## src/rtl/ldst_pkg.sv

```systemverilog
`timescale 1ns/1ps
package ldst_pkg;
    localparam int unsigned XLEN    = 32;
    localparam int unsigned STRB_W  = XLEN / 8;
    localparam int unsigned OFS_W   = $clog2(STRB_W);
    localparam int unsigned AMO_W   = 4;
    localparam int unsigned CAUSE_W = 4;

    typedef enum logic [1:0] {
        SZ_BYTE = 2'b00,
        SZ_HALF = 2'b01,
        SZ_WORD = 2'b10,
        SZ_RSVD = 2'b11
    } acc_size_e;

    typedef struct packed {
        logic [XLEN-1:0]   addr;
        logic              we;
        logic [1:0]        size;
        logic [XLEN-1:0]   wdata;
        logic [STRB_W-1:0] wstrb;
        logic [AMO_W-1:0]  amo;
    } bus_req_t;

    localparam logic [CAUSE_W-1:0] CAUSE_NONE        = 4'd0;
    localparam logic [CAUSE_W-1:0] CAUSE_LD_MISALIGN = 4'd4;
    localparam logic [CAUSE_W-1:0] CAUSE_LD_FAULT    = 4'd5;
    localparam logic [CAUSE_W-1:0] CAUSE_ST_MISALIGN = 4'd6;
    localparam logic [CAUSE_W-1:0] CAUSE_ST_FAULT    = 4'd7;

    typedef enum logic [1:0] {
        ST_IDLE,
        ST_ISSUE,
        ST_WAIT,
        ST_REPORT
    } fe_state_e;
endpackage

```

## src/rtl/ldst_align_check.sv

```systemverilog
`timescale 1ns/1ps
module ldst_align_check
    import ldst_pkg::*;
#(
    parameter int unsigned OFFSET_W = 2
) (
    input  logic [1:0]          size,
    input  logic [OFFSET_W-1:0] ofs,
    output logic                misaligned
);
    always_comb begin
        unique case (size)
            SZ_BYTE: misaligned = 1'b0;
            SZ_HALF: misaligned = ofs[0];
            default: misaligned = |ofs;
        endcase
    end
endmodule

```

## src/rtl/ldst_lane_pack.sv

```systemverilog
`timescale 1ns/1ps
module ldst_lane_pack
    import ldst_pkg::*;
#(
    parameter int unsigned DATA_W = 32,
    localparam int unsigned LANES = DATA_W / 8,
    localparam int unsigned OFFSET_W = $clog2(LANES)
) (
    input  logic                is_store,
    input  logic [1:0]          size,
    input  logic [OFFSET_W-1:0] ofs,
    input  logic [DATA_W-1:0]   data,
    output logic [DATA_W-1:0]   wdata,
    output logic [LANES-1:0]    wstrb
);
    logic [LANES-1:0]  base_strb;
    logic [DATA_W-1:0] lane_mask;
    logic [DATA_W-1:0] shifted;

    always_comb begin
        unique case (size)
            SZ_BYTE: base_strb = {{(LANES-1){1'b0}}, 1'b1};
            SZ_HALF: base_strb = {{(LANES-2){1'b0}}, 2'b11};
            default: base_strb = '1;
        endcase
        wstrb = is_store ? (base_strb << ofs) : '0;
    end

    for (genvar i = 0; i < LANES; i++) begin : g_lane
        assign lane_mask[8*i +: 8] = {8{wstrb[i]}};
    end

    assign shifted = data << {ofs, 3'b000};
    assign wdata   = shifted & lane_mask;
endmodule

```

## src/rtl/ldst_load_extract.sv

```systemverilog
`timescale 1ns/1ps
module ldst_load_extract
    import ldst_pkg::*;
#(
    parameter int unsigned DATA_W = 32,
    localparam int unsigned LANES = DATA_W / 8,
    localparam int unsigned OFFSET_W = $clog2(LANES)
) (
    input  logic [DATA_W-1:0]   rdata,
    input  logic [OFFSET_W-1:0] ofs,
    input  logic [1:0]          size,
    input  logic                is_unsigned,
    output logic [DATA_W-1:0]   value
);
    logic [DATA_W-1:0] aligned;
    logic              sbit;

    assign aligned = rdata >> {ofs, 3'b000};

    always_comb begin
        unique case (size)
            SZ_BYTE: begin
                sbit  = aligned[7] & ~is_unsigned;
                value = {{(DATA_W-8){sbit}}, aligned[7:0]};
            end
            SZ_HALF: begin
                sbit  = aligned[15] & ~is_unsigned;
                value = {{(DATA_W-16){sbit}}, aligned[15:0]};
            end
            default: begin
                sbit  = 1'b0;
                value = aligned;
            end
        endcase
    end
endmodule

```

## src/rtl/ldst_bus_front.sv

```systemverilog
`timescale 1ns/1ps
module ldst_bus_front
    import ldst_pkg::*;
(
    input  logic                clk,
    input  logic                rst_n,
    input  logic                op_valid,
    output logic                op_ready,
    input  logic                op_store,
    input  logic [1:0]          op_size,
    input  logic                op_unsigned,
    input  logic [XLEN-1:0]     op_addr,
    input  logic [XLEN-1:0]     op_wdata,
    output logic                req_valid,
    input  logic                req_ready,
    output bus_req_t            req_payload,
    input  logic                rsp_valid,
    output logic                rsp_ready,
    input  logic [XLEN-1:0]     rsp_rdata,
    input  logic                rsp_err,
    output logic                done_valid,
    output logic [XLEN-1:0]     done_rdata,
    output logic                done_exc,
    output logic [CAUSE_W-1:0]  done_cause
);
    fe_state_e state_q, state_d;

    logic              store_q;
    logic [1:0]        size_q;
    logic              uns_q;
    logic [XLEN-1:0]   addr_q;
    logic [XLEN-1:0]   data_q;
    logic [XLEN-1:0]   res_data_q;
    logic              res_exc_q;
    logic [CAUSE_W-1:0] res_cause_q;

    logic              op_fire;
    logic              rsp_fire;
    logic              op_misaligned;
    logic [1:0]        op_size_norm;
    logic [XLEN-1:0]   pk_wdata;
    logic [STRB_W-1:0] pk_wstrb;
    logic [XLEN-1:0]   ld_value;

    // Reserved size code collapses onto a word access.
    assign op_size_norm = (op_size == SZ_RSVD) ? SZ_WORD : op_size;
    assign op_fire      = op_valid && (state_q == ST_IDLE);
    assign rsp_fire     = rsp_valid && (state_q == ST_WAIT);

    ldst_align_check #(.OFFSET_W(OFS_W)) u_align (
        .size       (op_size_norm),
        .ofs        (op_addr[OFS_W-1:0]),
        .misaligned (op_misaligned)
    );

    ldst_lane_pack #(.DATA_W(XLEN)) u_pack (
        .is_store (store_q),
        .size     (size_q),
        .ofs      (addr_q[OFS_W-1:0]),
        .data     (data_q),
        .wdata    (pk_wdata),
        .wstrb    (pk_wstrb)
    );

    ldst_load_extract #(.DATA_W(XLEN)) u_extract (
        .rdata       (rsp_rdata),
        .ofs         (addr_q[OFS_W-1:0]),
        .size        (size_q),
        .is_unsigned (uns_q),
        .value       (ld_value)
    );

    // State register
    always_ff @(posedge clk or negedge rst_n) begin
        if (!rst_n) state_q <= ST_IDLE;
        else        state_q <= state_d;
    end

    // Next-state selection
    always_comb begin
        state_d = state_q;
        unique case (state_q)
            ST_IDLE:   if (op_valid)  state_d = op_misaligned ? ST_REPORT : ST_ISSUE;
            ST_ISSUE:  if (req_ready) state_d = ST_WAIT;
            ST_WAIT:   if (rsp_valid) state_d = ST_REPORT;
            ST_REPORT: state_d = ST_IDLE;
            default:   state_d = ST_IDLE;
        endcase
    end

    // Operation and result registers
    always_ff @(posedge clk or negedge rst_n) begin
        if (!rst_n) begin
            store_q     <= 1'b0;
            size_q      <= SZ_BYTE;
            uns_q       <= 1'b0;
            addr_q      <= '0;
            data_q      <= '0;
            res_data_q  <= '0;
            res_exc_q   <= 1'b0;
            res_cause_q <= CAUSE_NONE;
        end else begin
            if (op_fire) begin
                store_q <= op_store;
                size_q  <= op_size_norm;
                uns_q   <= op_unsigned;
                addr_q  <= op_addr;
                data_q  <= op_wdata;
                if (op_misaligned) begin
                    res_data_q  <= '0;
                    res_exc_q   <= 1'b1;
                    res_cause_q <= op_store ? CAUSE_ST_MISALIGN : CAUSE_LD_MISALIGN;
                end
            end
            if (rsp_fire) begin
                res_exc_q   <= rsp_err;
                res_cause_q <= !rsp_err ? CAUSE_NONE
                             : (store_q ? CAUSE_ST_FAULT : CAUSE_LD_FAULT);
                res_data_q  <= (!store_q && !rsp_err) ? ld_value : '0;
            end
        end
    end

    // Outputs decoded from state
    always_comb begin
        op_ready   = 1'b0;
        req_valid  = 1'b0;
        rsp_ready  = 1'b0;
        done_valid = 1'b0;
        unique case (state_q)
            ST_IDLE:   op_ready   = 1'b1;
            ST_ISSUE:  req_valid  = 1'b1;
            ST_WAIT:   rsp_ready  = 1'b1;
            ST_REPORT: done_valid = 1'b1;
            default:   op_ready   = 1'b0;
        endcase

        req_payload.addr  = addr_q;
        req_payload.we    = store_q;
        req_payload.size  = size_q;
        req_payload.wdata = pk_wdata;
        req_payload.wstrb = pk_wstrb;
        req_payload.amo   = '0;

        done_rdata = done_valid ? res_data_q  : '0;
        done_exc   = done_valid && res_exc_q;
        done_cause = done_valid ? res_cause_q : CAUSE_NONE;
    end
endmodule

```

## config.mk

```make
export PLATFORM = sky130hd
export DESIGN_NAME = ldst_bus_front
export DESIGN_NICKNAME = d
export VERILOG_FILES = /design/src/rtl/ldst_pkg.sv /design/src/rtl/ldst_align_check.sv /design/src/rtl/ldst_lane_pack.sv /design/src/rtl/ldst_load_extract.sv /design/src/rtl/ldst_bus_front.sv
export SDC_FILE = /design/constraint.sdc
export NUM_CORES = 1
export LEC_CHECK = 0
export ABC_AREA = 1
export BUFFER_PORTS_ARGS = -buffer_cell sky130_fd_sc_hd__buf_4
export CORE_MARGIN = 3
export CORE_UTILIZATION = 45
export CTS_CLUSTER_SIZE = 25
export DETAILED_ROUTE_END_ITERATION = 6
export MAX_ROUTING_LAYER = met4
export PLACE_DENSITY = 0.75
export SLEW_MARGIN = 0
export SYNTH_ARGS = -nofsm -noshare
export SYNTH_HDL_FRONTEND = slang
export SYNTH_SLANG_ARGS = --single-unit
```

## constraint.sdc

```tcl
create_clock -name clk -period 2.16 [get_ports clk]
set_input_delay 0.324 -clock clk [delete_from_list [all_inputs] [get_ports clk]]
set_output_delay 0.324 -clock clk [all_outputs]
set_load 0.05 [all_outputs]
```

==> run_results.csv, run 1 <==
group,metric,value,unit
outcome,status,"complete, no violations",
timing,fin_ws,0.0635,ns
detailed_routing,first_pass_iters,5,
synth,synthTopCellsByArea,"dfrtp_1 (45%), nand2_1 (25%), nand3_1 (5.9%)",
floorplanning,die_h,120,microns
timing,drv_slew,0,
timing,skew,0.00871,ns
power_and_ir_drop,p_per_area,1690,nW/um^2
floorplanning,core,12700,sq um
synth,yosysWarningCount,0,
synth,yosys.cell_count.top_type,"nand2_1",
critical_path,cp.arrival,1.77,ns
grt,antenna_found_initial,0,
job,max-cap-violations,0,
timing,maxSlewHeadroom,65.7,%
timing,fmax,477,MHz
critical_path,path_depth,7,
detailed_routing,vias,6112,
synth,ys.flop_type,"dfrtp_1",
synth,async_flop_share,100,%
floorplanning,start_util,46.2,%
synth,synth_top_area_share,44.9,%
timing,finalCritPeriodShare,97.1,%
critical_path,startpoint_type,"flop",
power_and_ir_drop,vdd_ir_drop_max,1.08,mV
critical_path,crit_path_end_kind,"output pin",
detailed_routing,viasPerCell,4.98,
cts,clock_sinks,105,
synth,ys_ff_latch,105,
floorplanning,row_count,41,
placed_design,gp_congestion,0.904,
floorplanning,chipWidth,120,microns
timing,fin_crit,2.10,ns
timing,setup_violations,0,
detailed_routing,wl_per_cell,15.0,microns
detailed_routing,wirelength,18400,microns
cts,clock_latency,0.35,ns
finish,n_antenna_cell,0,
cts,tritoncts,"yes",
placed_design,place_hpwl,13600,microns
critical_path,worst-r2r-cell-count,7,
hold_path,hold_depth,3,
critical_path,cp.required,1.84,ns
critical_path,crit_chain,"buf_12 > o21ai_4 > nor2_4 > clkinvlp_4 > buf_12 > nor2_4 > buf_6",
synth,yosysUniqueCellTypes,28,
cts,ctsHtreeMaxLevel,3,
placed_design,portBuffers,216,
finish,nets,1162,
grt,grt_pass1_vias,5842,
grt,grt_max_degree,43,
finish,layout-drive-gt1-share,30.0,%
hold_path,hp-class,"in2reg",
cts,clockBufferDepth,2,
synth,synth_commonest_cells,"nand2_1 (386), dfrtp_1 (105), inv_1 (74), nand3_1 (69), nor2_1 (45)",
cts,clockRootBuffer,"clkbuf_16",
finish,area_delta_synth_final,44.0,%
floorplanning,dieArea,14400,sq um
detailed_routing,antenna_left,0,
grt,grt_usage,26.4,%
synth,synth_edf_count,0,
timing,rsz0062_at_grt,"true",
grt,grt_pass1_wl,29500,microns
floorplanning,io_pins,222,
critical_path,crit_path_top_delay_cell,"dfrtp_2",
synth,ys_seq_area_share,44.9,%
detailed_routing,drcViolationCount,0,
critical_path,slowest_delay,0.44,ns
synth,synth_area_per_cell,6.92,sq um
timing,tightest_slew,0.514,ns
critical_path,cp_max_fo,18,
grt,overflow,0,
detailed_routing,dr.first_iter.drc_count,554,
cts,cts_made_buffers,9,
critical_path,crit_type,"reg2out",
critical_path,crit_family,"buffers and inverters",
power_and_ir_drop,p_leak,4.79,nW
synth,yosys.area.top_type,"dfrtp_1",
critical_path,crit_buf_inv,4,
cts,clkTransAtPathRegs,0.07,ns
power_and_ir_drop,total_power,0.0143,W
timing,hold_viol_final,0,
synth,netlist_instances,846,
placed_design,place_ws,0.283,ns
synth,netlist_area,5850,sq um
## flip-flops by register name, summed over array words and instances, names as in the netlist
signal / count
res_cause_q: 3
addr_q: 32
store_q: 1
data_q: 32
size_q: 2
res_data_q: 32
state_q: 2
uns_q: 1
## placed cells by master (no fill, tap or decap), drive strengths merged
master	instances
nand2	388
buf	246
dfrtp	105
inv	78
nand3	72
o21ai	48
nor2	47
a21oi	18
clkbuf	11
o211ai	8
nor3	8
a211oi	8
ha	5
conb	5
bufinv	2
clkinvlp	1
o31ai	1
o22ai	1
clkinv	1
bufbuf	1
dlygate4sd3	1
## metal layers
metal  GRT usage [%]  wire (microns)  up-vias
li1                -               -     3011
met1            33.1            7270     2802
met2            42.6            8980      263
met3            6.13            1600       36
met4            8.38             497        0
met5               -               0        -
## power by group
part	internal, W	leakage [nW]	switching, W
Clock	0.00102	0.150	0.000731
Sequential	0.00287	1.34	0.000614
Combinational	0.00283	3.30	0.00620
## worst register-to-register path, stage by stage (launching register included)
cell and delay (ns):
dfrtp_2 0.48, inv_2 0.26, buf_4 0.26, nand3_1 0.17
nand3_4 0.19, nand3_4 0.20, nand2_1 0.12, nand2_1 0.06
## worst paths after layout
path | from | to | slack (ns)
max in group asynchronous | rst_n | size_q[1] | 1.05
hold reg to reg | addr_q[11] | addr_q[11] | 0.48
setup / recovery | addr_q[0] | req_payload[16] | 0.06
min in group asynchronous | rst_n | res_data_q[2] | 0.48
hold / removal | op_addr[27] | addr_q[27] | 0.16
setup reg to reg | addr_q[1] | res_data_q[17] | 0.32
## what timing repair did
action / in CTS / in global routing
pin swaps: 0 / 1
endpoints found under the hold margin: 35 / 0
gates cloned: 1 / 0
setup buffers: 3 / 1
resized for setup: 11 / 12
setup endpoints to repair: 27 / 22
hold buffers: 1 / 0
## metrics by stage
| stage | util [%] | cell area (sq um) | hold WS [ns] | TNS, ns | instances |
|---|---|---|---|---|---|
| after global placement | 63.1 | 7990 | 0.328 | 0 | 1206 |
| after floorplan | - | 6180 | 0.0284 | -2.65 | 850 |
| final | 66.5 | 8430 | 0.163 | 0 | 1227 |
| after CTS | 66.2 | 8380 | 0.158 | 0 | 1226 |
| after detailed placement | 63.1 | 7990 | 0.330 | 0 | 1206 |
| after global routing | 66.5 | 8430 | 0.162 | -0.0223 | 1227 |
## cell type report
class	instances	area, sq um
fill	1155	4240
multi-input combinational	609	2950
sequential	105	2630
timing repair buffer	248	2010
inverter	78	304
clock buffer	11	233
tap	172	215
clock inverter	4	77.6
## cells by family (layout without fill, tap and decap cells)
family,Yosys count,count (layout),share of synthesized area [%]
fa+ha+maj,5,5,1.07
compound gates,84,84,7.99
buf+inv,136,341,10.3
simple gates,515,515,35.7
other cells,1,5,0.0641
flops,105,105,44.9
Note: power is estimated with default switching activity, not from simulation.
==> inputs of run 2 (changes only) <==
--- a/config.mk
+++ b/config.mk
@@ -12,7 +12,7 @@
 export CTS_CLUSTER_SIZE = 25
 export DETAILED_ROUTE_END_ITERATION = 6
 export MAX_ROUTING_LAYER = met4
-export PLACE_DENSITY = 0.75
+export PLACE_DENSITY_LB_ADDON = 0.3
 export SLEW_MARGIN = 0
 export SYNTH_ARGS = -nofsm -noshare
 export SYNTH_HDL_FRONTEND = slang
==> run_results.csv, run 2 (same netlist as run 1, synthesis figures left out) <==
group,metric,value,unit
outcome,status,"complete, no violations",
timing,finalSetupTns,0,ns
timing,fin_ws,0.0358,ns
detailed_routing,vias,6162,
cts,hold_buffers,0,
cts,clockRootBuffer,"clkbuf_16",
critical_path,r2r_start,"state_q[0]",
critical_path,startpoint_type,"flop",
timing,setup_violations,0,
timing,fin_crit,2.12,ns
timing,skew,0.00801,ns
timing,maxSlewHeadroom,58.4,%
timing,tightest_slew,0.624,ns
cts,cts_made_buffers,9,
cts,clockBufferDepth,2,
critical_path,crit_path_start,"addr_q[0]",
finish,final_cell_mix,"nand2_1 (385), buf_4 (237), dfrtp_1 (100)",
cts,tritoncts,"yes",
detailed_routing,wirelength,18700,microns
floorplanning,dieArea,14400,sq um
finish,final_common_cell,"nand2_1",
placed_design,place_hpwl,13400,microns
job,max-cap-violations,0,
detailed_routing,antenna_left,0,
finish,fin_cells,1233,
detailed_routing,wl_per_cell,15.2,microns
finish,n_antenna_cell,0,
timing,fin_hold_ws,0.00375,ns
floorplanning,row_count,41,
finish,nets,1167,
placed_design,gp_congestion,0.914,
power_and_ir_drop,p_per_area,1710,nW/um^2
timing,finalCritPeriodShare,98.3,%
timing,hold_viol_final,0,
critical_path,cp.required,1.84,ns
floorplanning,die_h,120,microns
detailed_routing,drcViolationCount,0,
floorplanning,chipWidth,120,microns
timing,fmax,471,MHz
detailed_routing,viasPerCell,5.00,
finish,biggestRegsByFlops,"addr_q x32, data_q x32, res_data_q x32",
finish,layout-drive-gt1-share,30.6,%
critical_path,worstReg2RegEnd,"res_data_q[16]",
floorplanning,core,12700,sq um
critical_path,reg2reg_slack,0.35,ns
finish,fin_util,66.8,%
detailed_routing,dr.first_iter.drc_count,542,
timing,rsz0062_at_grt,"true",
grt,grt_pass1_vias,5842,
critical_path,worst-r2r-cell-count,10,
grt,antenna_found_initial,0,
finish,nFillCells,1103,
floorplanning,start_util,46.2,%
placed_design,place_inst,1212,
power_and_ir_drop,vdd_ir_drop_max,1.12,mV
grt,overflow,0,
grt,grt_usage,26.5,%
timing,drv_slew,0,
critical_path,crit_path_end_kind,"output pin",
placed_design,place_ws,0.202,ns
hold_path,hp-class,"in2async",
floorplanning,io_pins,222,
detailed_routing,first_pass_iters,5,
finish,area_delta_synth_final,44.5,%
cts,clock_sinks,105,
critical_path,cp.arrival,1.80,ns
cts,ctsHtreeMaxLevel,3,
grt,grt_pass1_wl,29700,microns
power_and_ir_drop,p_leak,4.82,nW
cts,clock_latency,0.35,ns
critical_path,crit_type,"reg2out",
critical_path,cp_max_fo,25,
cts,clkTransAtPathRegs,0.07,ns
placed_design,portBuffers,216,
grt,grt_max_degree,106,
## run 2: changes by cell type in the layout (fill, tap and decap cells not counted), moves of 2 or more
cell and change:
o21ai_1 -6, buf_12 -4, buf_6 +5, clkbuf_8 +2
buf_4 +6, o21ai_0 +6, inv_4 -2
## run 2: worst max-delay path, stage by stage, from the launching register on
cell      delay [ns]
dfrtp_2         0.45
buf_12          0.18
nand2_1         0.13
nand3_4         0.24
a211oi_4        0.25
buf_6           0.19
## run 2: timing repair
| item | 4_1_cts | 5_1_grt |
|---|---|---|
| setup buffers | 1 | 3 |
| pin swaps | 1 | 3 |
| gates cloned | 1 | 0 |
| setup endpoints to repair | 25 | 32 |
| resized for setup | 3 | 16 |
## run 2: how the worst max path moves through the flow
stage | end | slack [ns] | cells past startpoint
after floorplan | req_payload[16] | -0.19 | 7
final | req_payload[31] | 0.04 | 5
after global routing | req_payload[31] | -0.05 | 5
after global placement | req_payload[28] | 0.23 | 5
after detailed placement | req_payload[28] | 0.20 | 5
after CTS | req_payload[31] | 0.0008 | 5
## run 2: per-layer routing
metal	share of wire (%)	wire length, microns	global-route usage [%]	vias up
met5	0	0	-	-
met4	2.5	470	9.52	0
met3	7.7	1450	4.71	35
met2	48	9060	42.0	258
met1	41	7750	34.3	2850
li1	-	-	-	3019
## run 2: metrics by stage
step	total power, W	instance area, sq um
2_1_floorplan	0.00977	6180
3_3_place_gp	0.0122	7990
3_5_place_dp	0.0123	7990
4_1_cts	0.0144	8390
5_1_grt	0.0154	8460
6_report	0.0145	8460
## run 2: final cells by class
type | count | area [sq um] | area share, %
inverter | 78 | 304 | 3.59
clock inverter | 4 | 98.8 | 1.17
tap | 172 | 215 | 2.54
clock buffer | 12 | 256 | 3.03
timing repair buffer | 253 | 2010 | 23.7
multi-input combinational | 609 | 2950 | 34.8
sequential | 105 | 2630 | 31.1
## run 2: where the power goes
group          internal [W]  switching [W]  leakage, nW
clock network       0.00120       0.000742        0.173
registers           0.00287       0.000611         1.34
logic               0.00285        0.00623         3.31
total               0.00692        0.00759         4.82
==> inputs of run 3 (changes only) <==
--- a/config.mk
+++ b/config.mk
@@ -13,6 +13,7 @@
 export DETAILED_ROUTE_END_ITERATION = 6
 export MAX_ROUTING_LAYER = met4
 export PLACE_DENSITY_LB_ADDON = 0.3
+export RECOVER_POWER = 25
 export SLEW_MARGIN = 0
 export SYNTH_ARGS = -nofsm -noshare
 export SYNTH_HDL_FRONTEND = slang
==> run_results.csv, run 3 (same netlist as run 1, synthesis figures left out) <==
group,metric,value,unit
outcome,status,"complete, no violations",
critical_path,crit_path_start,"addr_q[0]",
critical_path,startpoint_type,"flop",
finish,nFillCells,1105,
cts,clockBufferDepth,2,
timing,fmax,471,MHz
timing,drv_slew,0,
timing,fin_ws,0.0359,ns
grt,grt_util_met3,4.71,%
detailed_routing,wl_per_cell,15.2,microns
critical_path,r2r_start,"state_q[0]",
placed_design,place_inst,1212,
floorplanning,start_util,46.2,%
cts,clock_latency,0.35,ns
finish,biggestRegsByFlops,"addr_q x32, data_q x32, res_data_q x32",
placed_design,place_ws,0.202,ns
grt,grt_busiest_layer,"met2",
detailed_routing,dr.first_iter.drc_count,553,
grt,grt_pass1_vias,5842,
power_and_ir_drop,switching_share,52.3,%
timing,hold_viol_final,0,
power_and_ir_drop,power_frac_seq,24.0,%
finish,final_cell_mix,"nand2_1 (385), buf_4 (236), dfrtp_1 (100)",
critical_path,crit_type,"reg2out",
critical_path,worst-r2r-cell-count,10,
power_and_ir_drop,pwr-share-clk,13.4,%
hold_path,hp-class,"in2reg",
power_and_ir_drop,combPwrFrac,62.6,%
floorplanning,core,12700,sq um
timing,skew,0.00721,ns
placed_design,post_dp_cell_area,7990,sq um
placed_design,gp_congestion,0.914,
grt,grt_util_met2,42.0,%
detailed_routing,wirelength,18700,microns
cts,clock_sinks,105,
cts,clockRootBuffer,"clkbuf_16",
critical_path,worstReg2RegEnd,"res_data_q[16]",
floorplanning,chipWidth,120,microns
grt,use_met1,34.3,%
hold_path,hold_depth,3,
power_and_ir_drop,p_per_area,1720,nW/um^2
critical_path,crit_chain,"buf_12 > nand2_1 > nand3_4 > a211oi_4 > buf_6",
placed_design,portBuffers,216,
power_and_ir_drop,p_leak,4.81,nW
critical_path,cp.required,1.84,ns
cts,ctsHtreeMaxLevel,3,
power_and_ir_drop,vdd_ir_drop_max,1.12,mV
floorplanning,row_count,41,
floorplanning,io_pins,222,
hold_path,min_from,"op_addr[29]",
detailed_routing,first_pass_iters,6,
timing,fin_crit,2.12,ns
cts,cts_made_buffers,9,
timing,rsz0062_at_grt,"true",
timing,maxSlewHeadroom,0.263,%
finish,final_common_cell,"nand2_1",
detailed_routing,viasPerCell,5.01,
floorplanning,die_h,120,microns
detailed_routing,vias,6183,
power_and_ir_drop,p_int,0.00692,W
finish,area_delta_synth_final,44.3,%
placed_design,place_hpwl,13400,microns
grt,grt_usage,26.5,%
grt,grt_pass1_wl,29700,microns
grt,grt_max_degree,106,
finish,fin_cells,1233,
floorplanning,dieArea,14400,sq um
timing,tightest_slew,1.50,ns
detailed_routing,drcViolationCount,0,
finish,n_antenna_cell,0,
timing,finalSetupTns,0,ns
finish,layout-drive-gt1-share,30.6,%
critical_path,cp.arrival,1.80,ns
job,max-cap-violations,0,
critical_path,reg2reg_slack,0.35,ns
cts,clkTransAtPathRegs,0.07,ns
timing,finalCritPeriodShare,98.3,%
hold_path,min_to,"addr_q[29]",
timing,setup_violations,0,
critical_path,crit_buf_inv,2,
power_and_ir_drop,total_power,0.0145,W
critical_path,path_depth,5,
cts,tritoncts,"yes",
critical_path,slowest_delay,0.44,ns
critical_path,cp_max_fo,25,
finish,nets,1167,
critical_path,crit_family,"flip-flops",
power_and_ir_drop,p_sw,0.00758,W
detailed_routing,antenna_left,0,
grt,antenna_found_initial,0,
critical_path,crit_path_end_kind,"output pin",
critical_path,crit_path_top_delay_cell,"dfrtp_2",
finish,final_area,8450,sq um
grt,overflow,0,
==> run 3: changes by cell type in the layout (fill, tap and decap cells not counted) <==
cell / before / now
buf_12: 3 / 2
buf_4: 237 / 236
clkbuf_4: 0 / 2
==> run 3: what timing repair did <==
item                                   4_1_cts  5_1_grt
cloned                                       1        0
endpoints found under the hold margin        0        0
buffers inserted                             1        3
pin swaps                                    1        3
setup endpoints to repair                   25       32
resized for setup                            3       16
hold buffers                                 0        0
==> run 3: layout make-up <==
cell class                 count  area [sq um]  area share [%]
tap                          172           215            2.55
clock buffer                  12           256            3.04
multi-input combinational    609          2950            34.9
sequential                   105          2630            31.2
clock inverter                 4          98.8            1.17
inverter                      78           304            3.60
timing repair buffer         253          1990            23.6
==> run 3: how the worst max path moves through the flow <==
stage	end	slack, ns
2_1_floorplan	req_payload[16]	-0.19
3_3_place_gp	req_payload[28]	0.23
3_5_place_dp	req_payload[28]	0.20
4_1_cts	req_payload[31]	0.0008
5_1_grt	req_payload[31]	-0.05
6_report	req_payload[31]	0.04
==> run 3: routing by layer <==
| metal | vias to the layer above | part of all wire (%) |
|---|---|---|
| li1 | 3020 | - |
| met1 | 2857 | 41 |
| met2 | 268 | 49 |
| met3 | 38 | 7.7 |
| met4 | 0 | 2.7 |
| met5 | - | 0 |
==> run 3: worst reg2reg max path, cell delays in order (launching register included) <==
cell and delay (ns):
dfrtp_1 0.41, inv_1 0.14, ha_1 0.23, nand2_1 0.11, nor2_1 0.15, inv_1 0.09, nor2_4 0.11, inv_1 0.13
a21oi_1 0.23, nand2_1 0.08, nand2_1 0.06
==> run 3: through the flow <==
stage | hold slack [ns] | utilization, %
6_report | 0.159 | 66.7
3_3_place_gp | 0.448 | 63.0
5_1_grt | 0.156 | 66.7
4_1_cts | 0.0696 | 66.2
3_5_place_dp | 0.446 | 63.0
2_1_floorplan | 0.0284 | -
==> run 3: power groups by stage <==
| stage | Combinational (W) | Clock [W] | Sequential (W) |
|---|---|---|---|
| 2_1_floorplan | 0.00541 | 0 | 0.00436 |
| 3_3_place_gp | 0.00872 | 0 | 0.00346 |
| 3_5_place_dp | 0.00881 | 0 | 0.00349 |
| 4_1_cts | 0.00897 | 0.00197 | 0.00346 |
| 5_1_grt | 0.00973 | 0.00205 | 0.00358 |
| 6_report | 0.00908 | 0.00194 | 0.00348 |
